$ cat src/rtl/wsm_pkg.sv
package wsm_pkg;

    typedef enum logic [2:0] {
        ST_IDLE,
        ST_ARM_LOW,
        ST_SETUP,
        ST_PULSE_LOW,
        ST_PULSE_HIGH,
        ST_TAIL,
        ST_DESELECT,
        ST_RELEASE
    } wsm_state_e;

    // Round a time in ns up to whole clock cycles, never below one cycle.
    function automatic int ns_to_cycles(input int ns, input int clk_ns);
        int c;
        c = (ns + clk_ns - 1) / clk_ns;
        if (c < 1) c = 1;
        return c;
    endfunction

    function automatic int max2(input int a, input int b);
        return (a > b) ? a : b;
    endfunction

endpackage

$ cat src/rtl/wsm_interval_timer.sv
module wsm_interval_timer #(
    parameter int CNT_W = 8
) (
    input  logic             clk,
    input  logic             rst_n,
    input  logic             load,
    input  logic [CNT_W-1:0] load_val,
    output logic             expired
);

    logic [CNT_W-1:0] cnt_q;

    always_ff @(posedge clk or negedge rst_n) begin
        if (!rst_n) begin
            cnt_q <= '0;
        end else if (load) begin
            cnt_q <= load_val;
        end else if (cnt_q != '0) begin
            cnt_q <= cnt_q - 1'b1;
        end
    end

    assign expired = (cnt_q == '0);

endmodule

$ cat src/rtl/wsm_move_planner.sv
module wsm_move_planner #(
    parameter int POS_W  = 5,
    parameter int STEP_W = 6
) (
    input  logic              cmd_abs,
    input  logic              cmd_up,
    input  logic [STEP_W-1:0] cmd_steps,
    input  logic [POS_W:0]    cmd_target,
    input  logic [POS_W-1:0]  cur_pos,
    output logic              plan_up,
    output logic [STEP_W-1:0] plan_count
);

    localparam int MAX_POS = (1 << POS_W) - 1;

    logic [POS_W-1:0]  tgt_clamped;
    logic [POS_W-1:0]  gap;
    logic [STEP_W-1:0] rel_room;

    always_comb begin
        tgt_clamped = (cmd_target > (POS_W+1)'(MAX_POS)) ? POS_W'(MAX_POS)
                                                          : cmd_target[POS_W-1:0];
        rel_room    = cmd_up ? STEP_W'(POS_W'(MAX_POS) - cur_pos) : STEP_W'(cur_pos);
        gap         = '0;
        if (cmd_abs) begin
            plan_up    = (tgt_clamped >= cur_pos);
            gap        = plan_up ? (tgt_clamped - cur_pos) : (cur_pos - tgt_clamped);
            plan_count = STEP_W'(gap);
        end else begin
            plan_up    = cmd_up;
            plan_count = (cmd_steps > rel_room) ? rel_room : cmd_steps;
        end
    end

endmodule

$ cat src/rtl/wsm_pos_tracker.sv
module wsm_pos_tracker #(
    parameter int POS_W     = 5,
    parameter int RESET_POS = 0
) (
    input  logic             clk,
    input  logic             rst_n,
    input  logic             step_en,
    input  logic             step_up,
    output logic [POS_W-1:0] pos
);

    localparam logic [POS_W-1:0] TOP = '1;

    always_ff @(posedge clk or negedge rst_n) begin
        if (!rst_n) begin
            pos <= POS_W'(RESET_POS);
        end else if (step_en) begin
            if (step_up && pos != TOP) begin
                pos <= pos + 1'b1;
            end else if (!step_up && pos != '0) begin
                pos <= pos - 1'b1;
            end
        end
    end

endmodule

$ cat src/rtl/wiper_step_master.sv
module wiper_step_master
    import wsm_pkg::*;
#(
    parameter int CLK_NS         = 5,
    parameter int T_SEL_SETUP_NS = 100,
    parameter int T_DIR_SETUP_NS = 100,
    parameter int T_DIR_HOLD_NS  = 100,
    parameter int T_INC_LOW_NS   = 1000,
    parameter int T_INC_HIGH_NS  = 1000,
    parameter int T_INC_CYCLE_NS = 2000,
    parameter int T_TAIL_NS      = 1000,
    parameter int T_STORE_NS     = 10_000_000,
    parameter int T_NOSTORE_NS   = 250,
    parameter int POS_W          = 5,
    parameter int STEP_W         = 6,
    parameter int RESET_POS      = 0
) (
    input  logic              clk,
    input  logic              rst_n,
    input  logic              cmd_valid,
    input  logic              cmd_abs,
    input  logic              cmd_up,
    input  logic              cmd_store,
    input  logic [STEP_W-1:0] cmd_steps,
    input  logic [POS_W:0]    cmd_target,
    output logic              busy,
    output logic              done,
    output logic [POS_W-1:0]  cur_pos,
    output logic              sel_n,
    output logic              inc,
    output logic              dir_up
);

    // Interval lengths in cycles, all rounded up.
    localparam int SETUP_CYC   = max2(ns_to_cycles(T_SEL_SETUP_NS, CLK_NS),
                                      ns_to_cycles(T_DIR_SETUP_NS, CLK_NS));
    localparam int LOW_CYC     = ns_to_cycles(T_INC_LOW_NS, CLK_NS);
    localparam int HIGH_CYC    = max2(ns_to_cycles(T_INC_HIGH_NS, CLK_NS),
                                      ns_to_cycles(T_INC_CYCLE_NS, CLK_NS) - LOW_CYC);
    localparam int HOLD_CYC    = ns_to_cycles(T_DIR_HOLD_NS, CLK_NS);
    localparam int TAIL_CYC    = ns_to_cycles(T_TAIL_NS, CLK_NS);
    localparam int STORE_CYC   = ns_to_cycles(T_STORE_NS, CLK_NS);
    localparam int NOSTORE_CYC = ns_to_cycles(T_NOSTORE_NS, CLK_NS);
    localparam int LONGEST     = max2(max2(max2(SETUP_CYC, LOW_CYC), max2(HIGH_CYC, HOLD_CYC)),
                                      max2(max2(TAIL_CYC, STORE_CYC), NOSTORE_CYC));
    localparam int CNT_W       = $clog2(LONGEST + 1);

    wsm_state_e        state_q, state_d;
    logic [STEP_W-1:0] remain_q;
    logic              dir_q;
    logic              store_q;
    logic              arm_q;
    logic              store_nx;
    logic              arm_nx;
    logic              accept;
    logic              tmr_done;
    logic              tmr_load;
    logic [CNT_W-1:0]  tmr_load_val;
    logic              plan_up;
    logic [STEP_W-1:0] plan_count;
    logic              step_en;

    assign accept   = (state_q == ST_IDLE) && cmd_valid;
    assign store_nx = accept ? cmd_store : store_q;
    assign arm_nx   = accept ? (plan_count == '0 && !cmd_store) : arm_q;
    assign step_en  = (state_q == ST_PULSE_LOW) && tmr_done;

    wsm_move_planner #(
        .POS_W  (POS_W),
        .STEP_W (STEP_W)
    ) i_planner (
        .cmd_abs    (cmd_abs),
        .cmd_up     (cmd_up),
        .cmd_steps  (cmd_steps),
        .cmd_target (cmd_target),
        .cur_pos    (cur_pos),
        .plan_up    (plan_up),
        .plan_count (plan_count)
    );

    wsm_pos_tracker #(
        .POS_W     (POS_W),
        .RESET_POS (RESET_POS)
    ) i_tracker (
        .clk     (clk),
        .rst_n   (rst_n),
        .step_en (step_en),
        .step_up (dir_q),
        .pos     (cur_pos)
    );

    wsm_interval_timer #(
        .CNT_W (CNT_W)
    ) i_timer (
        .clk      (clk),
        .rst_n    (rst_n),
        .load     (tmr_load),
        .load_val (tmr_load_val),
        .expired  (tmr_done)
    );

    // Next state.
    always_comb begin
        state_d = state_q;
        unique case (state_q)
            ST_IDLE:       if (cmd_valid) state_d = (plan_count == '0 && !cmd_store) ? ST_ARM_LOW : ST_SETUP;
            ST_ARM_LOW:    if (tmr_done)  state_d = ST_SETUP;
            ST_SETUP:      if (tmr_done)  state_d = (remain_q == '0) ? ST_TAIL : ST_PULSE_LOW;
            ST_PULSE_LOW:  if (tmr_done)  state_d = (remain_q == STEP_W'(1) && !store_q) ? ST_TAIL : ST_PULSE_HIGH;
            ST_PULSE_HIGH: if (tmr_done)  state_d = (remain_q == '0) ? ST_TAIL : ST_PULSE_LOW;
            ST_TAIL:       if (tmr_done)  state_d = ST_DESELECT;
            ST_DESELECT:   if (tmr_done)  state_d = ST_RELEASE;
            ST_RELEASE:    if (tmr_done)  state_d = ST_IDLE;
            default:                      state_d = ST_IDLE;
        endcase
    end

    // Interval for the state being entered.
    assign tmr_load = (state_d != state_q);

    always_comb begin
        unique case (state_d)
            ST_ARM_LOW,
            ST_RELEASE:    tmr_load_val = CNT_W'(HOLD_CYC - 1);
            ST_SETUP:      tmr_load_val = CNT_W'(SETUP_CYC - 1);
            ST_PULSE_LOW:  tmr_load_val = CNT_W'(LOW_CYC - 1);
            ST_PULSE_HIGH: tmr_load_val = CNT_W'(HIGH_CYC - 1);
            ST_TAIL:       tmr_load_val = CNT_W'(TAIL_CYC - 1);
            ST_DESELECT:   tmr_load_val = store_nx ? CNT_W'(STORE_CYC - 1) : CNT_W'(NOSTORE_CYC - 1);
            default:       tmr_load_val = '0;
        endcase
    end

    // State register and command context.
    always_ff @(posedge clk or negedge rst_n) begin
        if (!rst_n) begin
            state_q  <= ST_IDLE;
            remain_q <= '0;
            dir_q    <= 1'b1;
            store_q  <= 1'b0;
            arm_q    <= 1'b0;
        end else begin
            state_q <= state_d;
            store_q <= store_nx;
            arm_q   <= arm_nx;
            if (accept) begin
                remain_q <= plan_count;
                dir_q    <= plan_up;
            end else if (step_en) begin
                remain_q <= remain_q - 1'b1;
            end
        end
    end

    assign dir_up = dir_q;

    // Registered line and status outputs, decoded from the next state.
    always_ff @(posedge clk or negedge rst_n) begin
        if (!rst_n) begin
            sel_n <= 1'b1;
            inc   <= 1'b1;
            busy  <= 1'b0;
            done  <= 1'b0;
        end else begin
            busy <= (state_d != ST_IDLE);
            done <= (state_q == ST_RELEASE) && tmr_done;
            unique case (state_d)
                ST_IDLE:       begin sel_n <= 1'b1; inc <= 1'b1;     end
                ST_ARM_LOW:    begin sel_n <= 1'b1; inc <= 1'b0;     end
                ST_SETUP:      begin sel_n <= 1'b0; inc <= !arm_nx;  end
                ST_PULSE_LOW:  begin sel_n <= 1'b0; inc <= 1'b0;     end
                ST_PULSE_HIGH: begin sel_n <= 1'b0; inc <= 1'b1;     end
                ST_TAIL:       begin sel_n <= 1'b0; inc <= store_nx; end
                ST_DESELECT:   begin sel_n <= 1'b1; inc <= store_nx; end
                ST_RELEASE:    begin sel_n <= 1'b1; inc <= 1'b1;     end
                default:       begin sel_n <= 1'b1; inc <= 1'b1;     end
            endcase
        end
    end

endmodule

$ cat config.mk
export PLATFORM = sky130hd
export DESIGN_NAME = wiper_step_master
export DESIGN_NICKNAME = d
export VERILOG_FILES = /design/src/rtl/wsm_pkg.sv /design/src/rtl/wsm_interval_timer.sv /design/src/rtl/wsm_move_planner.sv /design/src/rtl/wsm_pos_tracker.sv /design/src/rtl/wiper_step_master.sv
export SDC_FILE = /design/constraint.sdc
export NUM_CORES = 1
export LEC_CHECK = 0
export BUFFER_PORTS_ARGS = -buffer_cell sky130_fd_sc_hd__buf_2
export CAP_MARGIN = 25
export CORE_ASPECT_RATIO = 0.9
export CORE_UTILIZATION = 28
export DETAILED_ROUTE_END_ITERATION = 12
export GPL_TIMING_DRIVEN = 0
export PLACE_DENSITY_LB_ADDON = 0.08
export SLEW_MARGIN = 15
export SYNTH_ARGS = -nofsm -noshare
export SYNTH_HDL_FRONTEND = slang
export SYNTH_SLANG_ARGS = --single-unit
$ cat constraint.sdc
create_clock -name clk -period 4.54 [get_ports clk]
set_clock_uncertainty 0.2 [all_clocks]
set_input_delay 0.227 -clock clk [delete_from_list [all_inputs] [get_ports clk]]
set_output_delay 0.227 -clock clk [all_outputs]
set_load 0.02 [all_outputs]
==> results of run 1 <==
sequential cells by signal (all words and copies together) (netlist names):
signal,count
arm_q,1
busy,1
store_q,1
inc,1
remain_q,6
state_q,3
dir_up,1
i_timer.cnt_q,21
done,1
i_tracker.pos,5
sel_n,1
worst max path at each step:
stage	cells past startpoint	from	endpoint	slack, ns
final	8	i_timer.cnt_q[6]	i_tracker.pos[4]	0.99
after floorplan	11	i_tracker.pos[0]	state_q[1]	1.48
after global placement	9	i_timer.cnt_q[6]	i_timer.cnt_q[1]	0.92
after detailed placement	8	i_timer.cnt_q[6]	i_tracker.pos[4]	0.97
after CTS	8	i_timer.cnt_q[6]	i_tracker.pos[4]	0.96
after global routing	10	i_tracker.pos[2]	state_q[1]	0.73
report_power, final:
part | switching (mW) | total [mW] | internal [mW]
sequential | 0.00520 | 0.386 | 0.381
combinational | 0.0676 | 0.114 | 0.0462
clock | 0.136 | 0.341 | 0.205
metrics by stage:
| step | setup slack [ns] | hold slack (ns) | total power [mW] |
|---|---|---|---|
| after global placement | 0.9192 | 0.2458 | 0.5027 |
| after CTS | 0.9587 | 0.08648 | 0.8527 |
| final | 0.9875 | 0.08977 | 0.8407 |
| after detailed placement | 0.9747 | 0.2481 | 0.5030 |
| after floorplan | 1.481 | -0.2686 | 0.4648 |
| after global routing | 0.7251 | 0.1364 | 0.8838 |
placed cells by master (no fill, tap or decap), types with 3 or more instances in the layout:
| cell type | instances |
|---|---|
| dfstp_2 | 3 |
| buf_2 | 29 |
| ha_1 | 20 |
| clkbuf_1 | 14 |
| o31ai_1 | 8 |
| o211ai_1 | 4 |
| nor4b_1 | 3 |
| o21ai_0 | 17 |
| and2_1 | 5 |
| or2_2 | 6 |
| clkbuf_16 | 5 |
| a21oi_1 | 24 |
| dfrtp_1 | 39 |
| nand3_1 | 12 |
| a21o_1 | 13 |
| xor2_1 | 11 |
| a31oi_1 | 4 |
| nor2b_1 | 4 |
| inv_1 | 22 |
| nor4_1 | 9 |
| nor3_1 | 13 |
| fa_1 | 3 |
| nor2_1 | 29 |
| nand2b_1 | 5 |
| a211o_1 | 5 |
| nand2_1 | 43 |
| xnor2_1 | 17 |
| nand4_1 | 6 |
| a211oi_1 | 5 |
| nand3b_1 | 6 |
logic make-up after synthesis:
group	Yosys count	share of synthesized area [%]
AO/OA/AOI/OAI	103	20.94
AND/OR/NAND/NOR	162	25.67
buffers and inverters	37	4.471
XOR/XNOR	28	7.302
multiplexers	3	0.9687
adder cells (fa/ha/maj)	23	9.240
flip-flops	42	31.41
critical path, stage by stage, from the launching register on:
cell and delay [ns]:
dfrtp_1 0.43, or4_4 0.58, or4_4 0.43, buf_6 0.16, nor2_2 0.41, nand3_1 0.40
a21oi_1 0.55, nand2_1 0.13, xnor2_1 0.15
routing by layer:
layer / vias to the layer above / global-route usage (%) / share of wire [%]
met2: 62 / 21.72 / 39
li1: 1518 / - / -
met4: 0 / 3.061 / 0.71
met3: 7 / 2.146 / 3.9
met1: 1434 / 23.29 / 56
met5: - / 0 / 0
cell type report:
class                      count  area (µm²)  share of cell area (%)
clock buffer                   8       136.4                   3.530
tap                          156       195.2                   5.052
timing repair buffer          29       167.7                   4.339
multi-input combinational    319        2160                   55.89
buffer                        15       67.56                   1.749
inverter                      22       82.58                   2.137
sequential                    42        1055                   27.30
==> flow_metrics.tcl, run 1 <==
set metrics [dict create \
    outcome "completed" \
    post_route_cells_drive_above_1_share_pct 13.56 \
    yosys_warnings 0 \
    number_of_clock_buffers_inserted_by_tritoncts 5 \
    global_route.overflow_total 0 \
    grt_pass1_vias 2804 \
    worst-setup-path-type "reg -> reg" \
    grt_antenna_before_repair 0 \
    num_antenna_cells 0 \
    final_worst_path_period_need_ns 3.553 \
    post_synth.cell_area_avg_um2 8.438 \
    finalMaxSlewViolations 0 \
    detail_route.first_pass.iterations 4 \
    hp-class "in -> reg" \
    crit-reg2reg-launch "i_timer.cnt_q[6]" \
    maximum_resistive_drop_on_vdd_uv 109.2 \
    cts-htree-levels 2 \
    ctsHoldBuffers 1 \
    syn-instance-count 398 \
    synth-seq-cells 42 \
    max_slew_margin_pct 35.13 \
    cts.repair.resized 0 \
    grt_pass1_wl_mm 14.90 \
    boundaryPins 28 \
    clkSlewWorstSetupHoldPaths_ns 0.06 \
    clock_sinks 42 \
    route.vias.total 3021 \
    die_width_um 117.4 \
    cell_taking_the_most_area_after_synthesis "dfrtp_1" \
    max_cap_viol_count 0 \
    io_buffers 26 \
    cts_tree "built" \
    finalSetupViolations 0 \
    grt_max_degree 43 \
    finalCritPeriodShare_pct 78.25 \
    routed_wire_length_per_instance_um 15.44 \
    grt_setup_unrepaired "no" \
    hp-start "cmd_store" \
    netlist_top_cells_count "nand2_1, dfrtp_1, nor2_1" \
    r2r_cells 8 \
    r2r-end "i_tracker.pos[4]" \
    most_frequently_used_flop_master_after_synthesis "dfrtp_1" \
    grt_use_total_pct 15.03 \
    final_core_util_pct 33.38 \
    syn-num-nets 439 \
    synth_top_cells_by_area "dfrtp_1, ha_1, nand2_1" \
    clock_path_buffers 2 \
    hold_path_depth 3 \
    syn_area_mm2 0.003358 \
    whs_endpoint "store_q" \
    cellPowerDensity_mw_per_mm2 217.6 \
    area_delta_synth_final_pct 15.05 \
    tightest_slew_ns 0.9641 \
    ant_nets 0 \
    clock_latency_ns 0.28 \
    synth_cell_type_count 63 \
    core.rowCount 37 \
    power.leakage_nw 1.757 \
    filler_cell_count 1249 \
    placement.cell_area_mm2 0.003697 \
    post_placement_cell_count 581 \
    final_cell_area_mm2 0.003864 \
    route.detailed.drc 0 \
    asyncSetResetFlopFracSynth_pct 100.0 \
    floorplan_core_area_mm2 0.01157 \
    setup_slack_of_the_most_critical_reg_to_reg_path_ns 0.99 \
    setup.worst_path.start_class "flop" \
    timing.critical_path.fanout_max 10 \
    post-synth-top-count-cell "nand2_1" \
    postRouteWirelength_mm 9.123 \
    vertical_die_dimension_um 105.9 \
    element_type_at_the_critical_path_end "flop" \
    first_drt_iteration_drcs 191 \
    critical_path_at_ns 3.51 \
    clock_tree.root_cell "clkbuf_16" \
    max_freq_ghz 0.2815 \
    initial_utilization_pct 29.02 \
    synth_seq_area_share_pct 31.41 \
    vias_per_cell 5.112 \
    stdcell_count 591 \
    worst-endpoint-required_ns 4.50 \
    synth_edf_count 0 \
    post-cts-setup-buffer-count 0 \
    share_of_the_synthesized_area_in_the_top_cell_type_pct 29.06 \
    fin_tns_setup_ns 0 \
    nets 475 \
    finalHoldViolCount 0 \
    hpwlAfterDp_mm 7.064 \
    die-area_mm2 0.01244 \
    finalWeightedCongestion 0.7899 \
]
(Power assumes the default switching activity.)
==> run 2, diff against run 1 <==
- ABC_AREA: default -> 1
- clock period: 4.54 -> 2.9 ns (I/O delays scaled with it)
==> run 2 against run 1 <==
Sequential power increased to 2.7 times the previous value; first-iteration DRC count decreased by 24%; cell count increased by 22%; largest cell class unchanged; setup slack got worse by 1.2 ns; combinational power increased to 34 times the previous value; core utilization increased by 4.1 points; power increased to 6.6 times the previous value; wire length increased by 5.7%; sequential share of layout area decreased by 4.1 points; non-clock buffer count increased by 21; the flow now finishes with violations (setup timing); die area increased by 6.0%; clock-buffer cell count decreased by 2.
==> flow_metrics.tcl, run 2 <==
set metrics [dict create \
    finalHoldViolCount 0 \
    cts-htree-levels 2 \
    post_route_cells_drive_above_1_share_pct 29.59 \
    syn_area_mm2 0.003565 \
    syn-num-nets 539 \
    synth_cell_type_count 44 \
    crit-reg2reg-launch "i_tracker.pos[2]" \
    asyncSetResetFlopFracSynth_pct 100.0 \
    final_worst_path_period_need_ns 3.068 \
    r2r_cells 20 \
    wirelength_met1_mm 5.191 \
    cellPowerDensity_mw_per_mm2 1210 \
    finalCritPeriodShare_pct 105.8 \
    vertical_die_dimension_um 109.0 \
    finalWeightedCongestion 0.7932 \
    most_frequently_used_flop_master_after_synthesis "dfrtp_1" \
    worst-setup-path-type "reg -> reg" \
    final_cell_mix "nand2_1, inv_1, nor2_1" \
    floorplan_core_area_mm2 0.01222 \
    first_drt_iteration_drcs 145 \
    syn-instance-count 498 \
    p_clk_share_pct 10.1 \
    clkSlewWorstSetupHoldPaths_ns 0.07 \
    synth_seq_area_share_pct 29.59 \
    tightest_slew_ns 0.5316 \
    largest_reg_flops 21 \
    combinationalPowerShare_pct 70.8 \
    max_slew_margin_pct 64.32 \
    hold_path_depth 3 \
    initial_utilization_pct 29.17 \
    clock_tree.root_cell "clkbuf_16" \
    worst-endpoint-required_ns 2.91 \
    area_delta_synth_final_pct 28.54 \
    routed-wl-met3_um 251 \
    violated_checks "setup timing" \
    element_type_at_the_critical_path_end "flop" \
    hp-class "in -> reg" \
    die_width_um 120.9 \
    grt_setup_unrepaired "yes" \
    placement.cell_area_mm2 0.003894 \
    num_antenna_cells 0 \
    hp-start "cmd_up" \
    grt_pass1_wl_mm 15.92 \
    netlist_top_cells_count "nand2_1, inv_1, nor2_1" \
    stdcell_count 721 \
    total_switching_power_mw 2.843 \
    whs_endpoint "dir_up" \
    postRouteWirelength_mm 9.640 \
    die-area_mm2 0.01319 \
    routed.top_layer "met4" \
    filler_cell_count 1279 \
    layout_top_registers "i_timer.cnt_q x21, remain_q x6, i_tracker.pos x5" \
    max_freq_ghz 0.3260 \
    grt_pass1_vias 3177 \
    synth_top_cells_by_area "dfrtp_1, nand2_1, inv_1" \
    cts_tree "built" \
    clock_latency_ns 0.29 \
    detail_route.first_pass.iterations 4 \
    final_cell_area_mm2 0.004582 \
    finalMaxSlewViolations 0 \
    post-synth-top-count-cell "nand2_1" \
    yosys_warnings 0 \
    power_frac_seq_pct 19.0 \
    timing.critical_path.fanout_max 7 \
    final_common_cell "nand2_1" \
    setup.worst_path.start "i_tracker.pos[2]" \
    route.vias.total 3371 \
    clock_path_buffers 2 \
    largest-register "i_timer.cnt_q" \
    number_of_clock_buffers_inserted_by_tritoncts 5 \
    global_route.overflow_total 0 \
    core.rowCount 38 \
    ant_nets 0 \
    share_of_the_synthesized_area_in_the_top_cell_type_pct 27.38 \
    route.detailed.drc 0 \
    grt_antenna_before_repair 0 \
    setup.worst_path.start_class "flop" \
    vias_per_cell 4.675 \
    internal_power_mw 2.703 \
    outcome "finished with violations" \
    io_buffers 25 \
    clock_sinks 42 \
    routed_wire_length_per_instance_um 13.37 \
    fin_tns_setup_ns -2.838 \
    hpwlAfterDp_mm 6.967 \
    post_placement_cell_count 683 \
    wl_met2_mm 4.098 \
    boundaryPins 28 \
    synth-seq-cells 42 \
    finalSetupViolations 22 \
    synth_edf_count 0 \
    fin_total_pwr_mw 5.545 \
    max_cap_viol_count 0 \
    nets 603 \
    setup_slack_of_the_most_critical_reg_to_reg_path_ns -0.17 \
    grt_use_total_pct 15.53 \
    r2r-end "i_timer.cnt_q[19]" \
    critical_path_at_ns 3.08 \
    grt_max_degree 43 \
    worst_slack_ns -0.1676 \
    cell_taking_the_most_area_after_synthesis "dfrtp_1" \
    maximum_resistive_drop_on_vdd_uv 409.0 \
    power.leakage_nw 2.294 \
    netSwitchingFraction_pct 51.26 \
    post_synth.cell_area_avg_um2 7.158 \
]
==> run 2: cell types whose count changed after synthesis, sizes merged, moves of 5 or more <==
| cell | delta |
|---|---|
| a21oi | -6 |
| o31ai | -7 |
| nor2 | +39 |
| nand2 | +75 |
| clkbuf | -8 |
| nor4 | -7 |
| nand2b | -5 |
| inv | +54 |
| a21o | -13 |
| a211oi | -5 |
| or2 | -5 |
| nand3 | +42 |
| a211o | -5 |
==> run 2: repair_timing <==
| item | in CTS | in global routing |
|---|---|---|
| resized for setup | 32 | 38 |
| endpoints found under the setup margin | 22 | 25 |
| buffers inserted | 21 | 6 |
| cloned | 2 | 0 |
| hold endpoints to repair | 40 | 0 |
| hold buffers | 2 | 0 |
| pin swaps | 17 | 23 |
==> run 2: routing by layer <==
layer / up-vias / global-route usage [%]
met3: 8 / 1.935
li1: 1728 / -
met2: 51 / 23.43
met1: 1584 / 23.15
met5: - / 0
met4: 0 / 3.968
==> run 2: metrics by stage <==
stage	worst slack [ns]	hold WS (ns)	util [%]
floorplan	0.0008185	-0.3506	-
CTS	-0.1299	0.02793	35.52
global placement	-0.4021	0.1704	31.87
detailed placement	-0.4047	0.1738	31.87
finish	-0.1676	0.02204	37.50
global route	-0.3519	0.09135	37.50
==> run 2: power groups by stage <==
stage	registers, mW	logic, mW	clock network, mW
after global placement	1.09	3.14	0
after global routing	1.10	4.38	0.599
after floorplan	1.08	2.42	0
after CTS	1.06	3.64	0.578
final	1.06	3.93	0.563
after detailed placement	1.08	3.15	0
==> run 2: area by class of cell <==
class                           count  area [µm²]  share of cell area, %
Clock buffer                        6       138.9                  3.031
Sequential cell                    42        1061                  23.16
Inverter                           78       299.0                  6.526
Buffer                              9       77.57                  1.693
Tap cell                          160       200.2                  4.369
Timing Repair Buffer               56       386.6                  8.438
Multi-Input combinational cell    370        2419                  52.79
==> run 2: critical path, stage by stage (launching register included) <==
cell and delay, ns:
dfrtp_2 0.46, xnor2_1 0.27, ha_1 0.28, nand2_1 0.11
nor2_4 0.06, nand2_1 0.06, nand2_2 0.10, nand2_4 0.11
nand2_1 0.07, nand3_2 0.06, nand2_2 0.06, nor2_2 0.12
nand3_2 0.09, nand2_2 0.09, buf_8 0.15, nand2_4 0.05
nand2_2 0.09, nand2_4 0.09, nand2_8 0.13, nand3_4 0.17
a21oi_1 0.18
==> run 2: cell families after synthesis <==
| kind of cell | after synthesis | synth area share, % |
|---|---|---|
| and+or+nand+nor | 268 | 36.75 |
| adders and majority gates | 23 | 8.705 |
| DFF | 42 | 29.59 |
| buffers and inverters | 87 | 10.21 |
| xor gates and xnor gates | 28 | 6.880 |
| AOI/OAI and AO/OA | 50 | 7.862 |
==> run 2: worst max path at each step <==
stage / endpoint / cells after the start
floorplan: i_timer.cnt_q[2] / 24
finish: i_timer.cnt_q[19] / 20
global placement: i_timer.cnt_q[3] / 21
detailed placement: i_timer.cnt_q[17] / 21
global route: i_timer.cnt_q[1] / 18
CTS: i_timer.cnt_q[19] / 21
==> run 3, diff against run 2 <==
- CAP_MARGIN: 25 -> 30
- REMOVE_ABC_BUFFERS: default -> 1
==> run 3 against run 2 <==
The flow still finishes with violations (setup timing); cell count grew 1.4%; critical path depth shrank 1; critical path type unchanged; largest cell class unchanged; sequential cell count is the same.
==> flow_metrics.tcl, run 3 (synthesis results as in run 2) <==
set metrics [dict create \
    final_worst_path_period_need_ns 3.049 \
    finalWeightedCongestion 0.8072 \
    post_route_cells_drive_above_1_share_pct 32.75 \
    clock_path_buffers 2 \
    clkSlewWorstSetupHoldPaths_ns 0.07 \
    initial_utilization_pct 29.17 \
    r2r_cells 19 \
    vertical_die_dimension_um 109.0 \
    setup.worst_path.start_class "flop" \
    r2r-end "i_timer.cnt_q[17]" \
    hp-start "cmd_store" \
    multiInputGateArea_mm2 0.002547 \
    finalSetupViolations 20 \
    floorplan_core_area_mm2 0.01222 \
    cts_tree "built" \
    timing.hold.ws_ns 0.02873 \
    worst_slack_ns -0.1487 \
    whs_endpoint "store_q" \
    vias_per_cell 4.635 \
    tightest_slew_ns 0.5371 \
    final_cell_area_mm2 0.004760 \
    final_cell_mix "nand2_1, inv_1, nor2_1" \
    first_drt_iteration_drcs 180 \
    register_area_mm2 0.001061 \
    grt_use_total_pct 15.23 \
    global_route.overflow_total 0 \
    cts-htree-levels 2 \
    violated_checks "setup timing" \
    core.rowCount 38 \
    boundaryPins 28 \
    max_freq_ghz 0.3280 \
    maximum_resistive_drop_on_vdd_uv 351.5 \
    timing.critical_path.fanout_max 7 \
    fin_tns_setup_ns -1.829 \
    clock_sinks 42 \
    die-area_mm2 0.01319 \
    area_delta_synth_final_pct 33.52 \
    filler_cell_count 1294 \
    layout_top_registers "i_timer.cnt_q x21, remain_q x6, i_tracker.pos x5" \
    number_of_clock_buffers_inserted_by_tritoncts 5 \
    setup_slack_of_the_most_critical_reg_to_reg_path_ns -0.15 \
    outcome "finished with violations" \
    max_slew_margin_pct 63.95 \
    ant_nets 0 \
    postRouteWirelength_mm 9.649 \
    placement.cell_area_mm2 0.003850 \
    hpwlAfterDp_mm 6.864 \
    route.detailed.drc 0 \
    nets 611 \
    critical_path_at_ns 3.07 \
    worst-setup-path-type "reg -> reg" \
    grt_max_degree 24 \
    largest-register "i_timer.cnt_q" \
    detail_route.first_pass.iterations 4 \
    clock_latency_ns 0.29 \
    finalHoldViolCount 0 \
    grt_pass1_wl_mm 15.90 \
    grt_antenna_before_repair 0 \
    grt_pass1_vias 3264 \
    power.leakage_nw 2.355 \
    route.vias.total 3388 \
    place_worst_setup_slack_ns -0.5807 \
    worst-endpoint-required_ns 2.92 \
    element_type_at_the_critical_path_end "flop" \
    finalCritPeriodShare_pct 105.1 \
    crit-reg2reg-launch "i_tracker.pos[4]" \
    hp-class "in -> reg" \
    io_buffers 27 \
    die_width_um 120.9 \
    final_common_cell "nand2_1" \
    grt_setup_unrepaired "yes" \
    cellPowerDensity_mw_per_mm2 1200 \
    num_antenna_cells 0 \
    clock_tree.root_cell "clkbuf_16" \
    finalMaxSlewViolations 0 \
    max_cap_viol_count 0 \
    routed_wire_length_per_instance_um 13.20 \
    largest_reg_flops 21 \
    hold_path_depth 3 \
]
## run 3: stage by stage
step | power (mW) | cells | utilization, %
after floorplan | 3.383 | 489 | -
after CTS | 5.341 | 717 | 36.70
after global routing | 6.246 | 731 | 38.95
final | 5.710 | 731 | 38.95
after detailed placement | 4.081 | 677 | 31.51
after global placement | 4.090 | 676 | 31.34
## run 3: routing by layer
layer  part of all wire, %  vias up  global-route usage, %
li1                      -     1751                      -
met1                    52     1580                  21.61
met2                    45       50                  24.65
met3                   2.5        7                  1.674
met4                  0.96        0                  3.616
met5                     0        -                      0
## run 3: how the worst max path moves through the flow
| stage | start | endpoint | slack, ns | cells past startpoint |
|---|---|---|---|---|
| after global placement | i_tracker.pos[1] | i_timer.cnt_q[3] | -0.56 | 19 |
| after floorplan | i_tracker.pos[1] | i_timer.cnt_q[4] | -0.04 | 19 |
| after global routing | i_tracker.pos[4] | i_timer.cnt_q[17] | -0.29 | 19 |
| after detailed placement | i_tracker.pos[1] | i_timer.cnt_q[3] | -0.58 | 19 |
| final | i_tracker.pos[4] | i_timer.cnt_q[17] | -0.15 | 19 |
| after CTS | i_tracker.pos[2] | i_timer.cnt_q[3] | -0.14 | 18 |
## run 3: where the power goes
| part | switching [mW] | internal, mW | total, mW |
|---|---|---|---|
| combinational | 2.47 | 1.60 | 4.07 |
| sequential | 0.233 | 0.842 | 1.08 |
| clock | 0.245 | 0.319 | 0.564 |
| total | 2.95 | 2.76 | 5.71 |
## run 3: area by class of cell
cell class	instances	area share, %
clock inverters	3	0.4469
repair buffers	70	10.33
well taps	160	4.206
multi-input cells	372	53.52
clock buffers	5	2.629
inverters	78	6.388
repair inverters	1	0.1840
flip-flops and latches	42	22.29
## run 3: critical path, cell delays in order, from the launching register on
cell     delay (ns)
dfrtp_2        0.44
xnor2_2        0.15
ha_1           0.33
nand2_2        0.11
nor2_1         0.05
nor2_2         0.12
nand2_4        0.09
nand2_4        0.11
nand2_1        0.07
nand3_1        0.09
nand2_2        0.08
nor2_2         0.12
nand3_2        0.10
nand2_4        0.17
nand2_4        0.08
nand2_4        0.09
nand2_8        0.09
nand2_8        0.11
nand3_4        0.18
a21oi_2        0.18
## run 3: what timing repair did
action / 4_1_cts / 5_1_grt
gates resized for setup: 57 / 39
pin swaps: 24 / 25
buffers inserted: 27 / 14
gates cloned: 4 / 0
setup endpoints to repair: 22 / 25
hold buffers: 1 / 0
hold endpoints to repair: 19 / 0
